[config.mk]
export PLATFORM = sky130hd
export DESIGN_NAME = xbar_route_ctrl
export DESIGN_NICKNAME = d
export VERILOG_FILES = /design/src/rtl/xbar_pkg.sv /design/src/rtl/xbar_stage_bank.sv /design/src/rtl/xbar_active_bank.sv /design/src/rtl/xbar_route_decode.sv /design/src/rtl/xbar_route_ctrl.sv
export SDC_FILE = /design/constraint.sdc
export NUM_CORES = 1
export LEC_CHECK = 0
export ABC_AREA = 1
export BUFFER_PORTS_ARGS = -buffer_cell sky130_fd_sc_hd__clkbuf_2
export CAP_MARGIN = 15
export CORE_ASPECT_RATIO = 0.8
export CORE_MARGIN = 5
export CORE_UTILIZATION = 58
export DETAILED_ROUTE_END_ITERATION = 8
export GPL_TIMING_DRIVEN = 0
export PLACE_DENSITY = 0.83
export SLEW_MARGIN = 25
export SYNTH_ARGS = -nofsm -noshare
export SYNTH_HDL_FRONTEND = slang
export SYNTH_SLANG_ARGS = --single-unit
[constraint.sdc]
create_clock -name clk -period 2.8 [get_ports clk]
set_input_delay 0.56 -clock clk [delete_from_list [all_inputs] [get_ports clk]]
set_output_delay 0.56 -clock clk [all_outputs]
set_load 0.05 [all_outputs]
[src/rtl/xbar_pkg.sv]
package xbar_pkg;
  localparam int XB_N_IN_DEF  = 8;
  localparam int XB_N_OUT_DEF = 4;
  typedef enum logic {XB_DIR_WRITE = 1'b0, XB_DIR_READ = 1'b1} xb_dir_e;
endpackage

[src/rtl/xbar_stage_bank.sv]
module xbar_stage_bank #(
  parameter int N_OUT = 4,
  parameter int ENT_W = 4,
  parameter int SEL_W = 2
) (
  input  logic                         clk,
  input  logic                         rst,
  input  logic                         cs_n,
  input  logic                         dir,
  input  logic                         wr_n,
  input  logic                         clr_n,
  input  logic [SEL_W-1:0]             out_sel,
  input  logic [ENT_W-1:0]             addr_in,
  output logic [N_OUT-1:0][ENT_W-1:0]  staged
);
  logic wr_q;
  logic commit;

  always_ff @(posedge clk) begin
    if (rst) wr_q <= 1'b1;
    else     wr_q <= wr_n;
  end

  // rising edge of the write strobe, qualified by select, direction and clear
  assign commit = wr_n && !wr_q && !cs_n && (dir == xbar_pkg::XB_DIR_WRITE) && clr_n;

  for (genvar o = 0; o < N_OUT; o++) begin : g_entry
    always_ff @(posedge clk) begin
      if (rst)                                   staged[o] <= '0;
      else if (commit && out_sel == SEL_W'(o))   staged[o] <= addr_in;
    end
  end


  no_write_unselected_chk: assert property (@(posedge clk) disable iff (rst)
    cs_n |=> $stable(staged));
endmodule

[src/rtl/xbar_active_bank.sv]
module xbar_active_bank #(
  parameter int N_OUT = 4,
  parameter int ENT_W = 4
) (
  input  logic                         clk,
  input  logic                         rst,
  input  logic                         salvo_n,
  input  logic                         clr_n,
  input  logic [N_OUT-1:0][ENT_W-1:0]  staged,
  output logic [N_OUT-1:0][ENT_W-1:0]  active_d,
  output logic [N_OUT-1:0][ENT_W-1:0]  active_q
);
  always_comb begin
    active_d = active_q;
    if (!clr_n)        active_d = '0;
    else if (!salvo_n) active_d = staged;
  end

  always_ff @(posedge clk) begin
    if (rst) active_q <= '0;
    else     active_q <= active_d;
  end


  salvo_copy_chk: assert property (@(posedge clk) disable iff (rst)
    (!salvo_n && clr_n) |=> (active_q == $past(staged)));
endmodule

[src/rtl/xbar_route_decode.sv]
module xbar_route_decode #(
  parameter int N_IN  = 8,
  parameter int N_OUT = 4,
  parameter int IDX_W = 3,
  parameter int ENT_W = 4
) (
  input  logic [N_OUT-1:0][ENT_W-1:0] entries,
  output logic [N_OUT*N_IN-1:0]       sw_vec,
  output logic [N_OUT-1:0]            dis_vec_n
);
  for (genvar o = 0; o < N_OUT; o++) begin : g_out
    assign dis_vec_n[o] = entries[o][ENT_W-1];
    for (genvar i = 0; i < N_IN; i++) begin : g_in
      assign sw_vec[o*N_IN+i] = entries[o][ENT_W-1] &&
                                (entries[o][IDX_W-1:0] == IDX_W'(i));
    end
  end
endmodule

[src/rtl/xbar_route_ctrl.sv]
module xbar_route_ctrl #(
  parameter int N_IN  = xbar_pkg::XB_N_IN_DEF,
  parameter int N_OUT = xbar_pkg::XB_N_OUT_DEF,
  localparam int IDX_W = (N_IN  > 1) ? $clog2(N_IN)  : 1,
  localparam int SEL_W = (N_OUT > 1) ? $clog2(N_OUT) : 1,
  localparam int ENT_W = IDX_W + 1
) (
  input  logic                    clk,
  input  logic                    rst,
  input  logic                    cs_n,
  input  logic                    dir,
  input  logic                    wr_n,
  input  logic                    salvo_n,
  input  logic                    clr_n,
  input  logic [SEL_W-1:0]        out_sel,
  input  logic [ENT_W-1:0]        addr_in,
  output logic [ENT_W-1:0]        addr_out,
  output logic                    addr_oe,
  output logic [N_OUT*N_IN-1:0]   sw_en,
  output logic [N_OUT-1:0]        dis_n
);
  logic [N_OUT-1:0][ENT_W-1:0] staged;
  logic [N_OUT-1:0][ENT_W-1:0] active_d;
  logic [N_OUT-1:0][ENT_W-1:0] active_q;
  logic [N_OUT*N_IN-1:0]       sw_d;
  logic [N_OUT-1:0]            dis_d;
  logic                        rd_req;

  xbar_stage_bank #(.N_OUT(N_OUT), .ENT_W(ENT_W), .SEL_W(SEL_W)) u_stage (
    .clk(clk), .rst(rst), .cs_n(cs_n), .dir(dir), .wr_n(wr_n), .clr_n(clr_n),
    .out_sel(out_sel), .addr_in(addr_in), .staged(staged));

  xbar_active_bank #(.N_OUT(N_OUT), .ENT_W(ENT_W)) u_active (
    .clk(clk), .rst(rst), .salvo_n(salvo_n), .clr_n(clr_n),
    .staged(staged), .active_d(active_d), .active_q(active_q));

  xbar_route_decode #(.N_IN(N_IN), .N_OUT(N_OUT), .IDX_W(IDX_W), .ENT_W(ENT_W)) u_dec (
    .entries(active_d), .sw_vec(sw_d), .dis_vec_n(dis_d));

  // outputs are registered on the same edge that updates the active set
  always_ff @(posedge clk) begin
    if (rst) begin
      sw_en <= '0;
      dis_n <= '0;
    end else begin
      sw_en <= sw_d;
      dis_n <= dis_d;
    end
  end

  assign rd_req = !cs_n && (dir == xbar_pkg::XB_DIR_READ) && wr_n && salvo_n;

  always_ff @(posedge clk) begin
    if (rst) begin
      addr_oe  <= 1'b0;
      addr_out <= '0;
    end else begin
      addr_oe  <= rd_req;
      addr_out <= rd_req ? active_d[out_sel] : '0;
    end
  end


  clr_opens_chk: assert property (@(posedge clk) disable iff (rst)
    !clr_n |=> (sw_en == '0 && dis_n == '0));


  no_readback_on_write_chk: assert property (@(posedge clk) disable iff (rst)
    (dir == xbar_pkg::XB_DIR_WRITE) |=> !addr_oe);


  hold_without_salvo_chk: assert property (@(posedge clk) disable iff (rst)
    (salvo_n && clr_n) |=> $stable(sw_en));

  for (genvar o = 0; o < N_OUT; o++) begin : g_chk

    one_input_per_output_chk: assert property (@(posedge clk) disable iff (rst)
      $onehot0(sw_en[o*N_IN +: N_IN]));
  end
endmodule

==> summary.md <==
| Metric | Value |
|---|---|
| DP Cell Count | `476` |
| Final Skew | `0.00416 ns` |
| Distinct cell type count after synthesis | `23` |
| Synth Cell Area | `2790 sq um` |
| Total Wirelength | `5950 um` |
| Setup TNS | `0 ns` |
| MaxCap Viol Count | `0` |
| Worst min path class | `in2reg` |
| CTS buffer count | `9` |
| Max IR drop VDD | `0.389 mV` |
| Leakage | `1.73 nW` |
| Status | `finished, final reports clean` |
| Final net count | `440` |
| Starting density of the core | `60.3%` |
| First-pass GRT wire length | `9840 um` |
| Worst-path fanout max | `2` |
| Final worst path period need | `1.70 ns` |
| FFs w/ async S/R, synth | `0%` |
| Post-synthesis register bit count | `70` |
| Worst path bufs/invs | `2` |
| Via count | `2361` |
| Pre-antenna DRT Iters | `4` |
| CTS tree | `built` |
| Crit path capture type | `output pin` |
| Switching power share of the total | `21.4%` |
| RD Place Congestion | `0.904` |
| Critical-path top delay cell | `dfxtp_1` |
| H-Tree Level Count | `3` |
| Sw Pwr | `0.422 mW` |
| Clock Power Share | `44.5%` |
| Share of cells above drive strength 1 | `27.3%` |
| Routed Antenna Nets | `0` |
| CTS root buffer | `clkbuf_8` |
| Yosys top cell by area | `dfxtp_1` |
| Synth top cells by count | `nand2_1 (100), nor2_1 (87), dfxtp_1 (70), inv_1 (34)` |
| Internal | `1.55 mW` |
| Row count | `22` |
| Count leader, synth | `nand2_1` |
| GRT Overall Usage | `20.4%` |
| Top cell type's share of synthesized area | `50.2%` |
| Worst Path Required | `2.24 ns` |
| Slew HR | `68.6%` |
| DR iter-0 viols | `163` |
| Worst Max-Slew Pin Slew | `0.471 ns` |
| Cts hold-fix bufs | `0` |
| PwrDens | `591 nW/um^2` |
| Setup crit start kind | `flip-flop` |
| Fin cells | `492` |
| Average instance area after synthesis | `7.64 sq um` |
| CTS clk-pin slew, worst paths | `0.07 ns` |
| Die area | `6300 sq um` |
| Post-synth EDFFs | `0` |
| Initial antenna violation count | `0` |
| Sequential power share | `50.8%` |
| Number of global-route vias before repair | `2175` |
| Clock latency on the worst-skew pair | `0.35 ns` |
| Synth-to-Final Area Change | `19.6%` |
| Number of setup buffers added after CTS | `0` |
| Routed WL per cell | `12.1 um` |
| HPWL after DPL | `4420 um` |
| Largest net degree at the start of global routing | `12` |
| CP delay by family, top | `flip-flops` |
| FMAX | `589 MHz` |
| Die height | `72.0 um` |
| Port Buffer Count | `51` |
| Largest stage delay, worst path | `0.40 ns` |
| CTS resizes | `0` |
| Gate power share | `4.7%` |
| Final Util | `72.1%` |
| Hold Vio Cnt, Final | `0` |
| DR vias/cell | `4.80` |
| Largest cells by area after synthesis | `dfxtp_1 (50%), nand2_1 (13%), nor2_1 (12%), inv_1 (4.6%), nand2_2 (3.4%)` |
| Critical-path cell list | `buf_4, clkbuf_2` |
| Arrival @ worst endpoint | `1.14 ns` |
| I/O pins | `54` |
| # diodes | `0` |
| Die width | `87.5 um` |
| CTS Sinks | `70` |
| Final Cell Area | `3330 sq um` |
| Final slew viol count | `0` |
| RSZ-0062 raised after global routing | `no` |
| Post-synthesis sequential area ratio | `50.2%` |
| Total gr overflow | `0` |
| DRC | `0` |
| CP Class | `reg2out` |
| Core area | `4620 sq um` |
| Syn Nets | `378` |
| Ys Warns | `0` |
| CTS Buffer Depth | `2` |
| Top FF cell, synth | `dfxtp_1` |
| Final Cycle Share | `60.7%` |
| Cells after Synth | `365` |
| Area after DPL | `3120 sq um` |
| Final setup viols | `0` |
-- metal layers --
| metal | global-route usage [%] | up-vias | share of wire (%) |
|---|---|---|---|
| met5 | 0 | - | 0 |
| met4 | 5.96 | 0 | 1.6 |
| met3 | 8.74 | 8 | 9.8 |
| met2 | 31.8 | 77 | 46 |
| met1 | 25.7 | 1060 | 42 |
| li1 | - | 1216 | - |
-- through the flow --
| step | setup WS (ns) | hold WS, ns | power (mW) |
|---|---|---|---|
| after global routing | 1.07 | 0.454 | 2.03 |
| after global placement | 1.28 | 0.502 | 1.12 |
| after CTS | 1.10 | 0.440 | 1.98 |
| final | 1.10 | 0.448 | 1.97 |
| after floorplan | 1.48 | 0.489 | 1.09 |
| after detailed placement | 1.26 | 0.506 | 1.12 |
-- power by group through the flow --
stage / sequential [mW] / combinational, mW / clock, mW
floorplan: 1.03 / 0.0604 / 0
global placement: 1.02 / 0.0913 / 0
detailed placement: 1.02 / 0.0924 / 0
CTS: 1.00 / 0.0929 / 0.890
global route: 1.00 / 0.102 / 0.928
finish: 1.00 / 0.0932 / 0.878
-- flip-flops by register name, summed over array words and instances, names as in the netlist --
| name | count |
|---|---|
| u_stage.wr_q | 1 |
| sw_en | 32 |
| addr_out | 4 |
| u_active.active_q | 12 |
| dis_n | 4 |
| u_stage.staged | 16 |
| addr_oe | 1 |
-- tightest hold or removal path, delay by kind of cell --
kind | cells | cell delay, ns
buf+inv | 2 | 0.15
simple gates | 1 | 0.06
-- path summary, 6_finish.rpt --
kind / end / slack (ns) / from / depth (start not counted)
worst max-delay path: dis_n[2] / 1.10 / dis_n[2] / 2
worst min-delay path: u_stage.wr_q / 0.45 / wr_n / 3
worst max register to register: u_stage.staged[14] / 1.60 / u_stage.wr_q / 4
worst min register to register: u_stage.staged[8] / 0.52 / u_stage.staged[8] / 4
-- final cells by class --
type	instances	area (sq um)
flip-flops and latches	70	1400
fillers	385	1290
multi-input cells	243	1130
repair buffers	51	255
inverters	38	150
clock buffers	12	145
plain buffers	14	110
well taps	60	75.1
clock inverters	4	70.1
-- cell families after synthesis --
logic type,share of synthesized area (%)
and+or+nand+nor,38.7
DFF,50.2
buffers and inverters,9.33
AOI/OAI and AO/OA,1.75
-- cells in the final DEF, fill, tap and decap left out, types with 2 or more instances in the layout --
| master | synthesis | final |
|---|---|---|
| clkbuf_8 | 0 | 10 |
| buf_4 | 6 | 6 |
| clkinv_2 | 0 | 2 |
| inv_2 | 3 | 3 |
| nand2_1 | 100 | 100 |
| bufinv_16 | 0 | 2 |
| nand2_4 | 3 | 3 |
| nand3_2 | 9 | 9 |
| clkbuf_1 | 0 | 2 |
| nand3_1 | 15 | 15 |
| inv_1 | 34 | 34 |
| nand4_1 | 3 | 3 |
| buf_2 | 3 | 3 |
| nand2_2 | 15 | 15 |
| nor2_1 | 87 | 87 |
| a21oi_4 | 3 | 3 |
| clkbuf_2 | 1 | 52 |
| nor2_2 | 4 | 4 |
| dfxtp_1 | 70 | 70 |
| buf_8 | 2 | 2 |
Note: power is estimated with default switching activity, not from simulation.
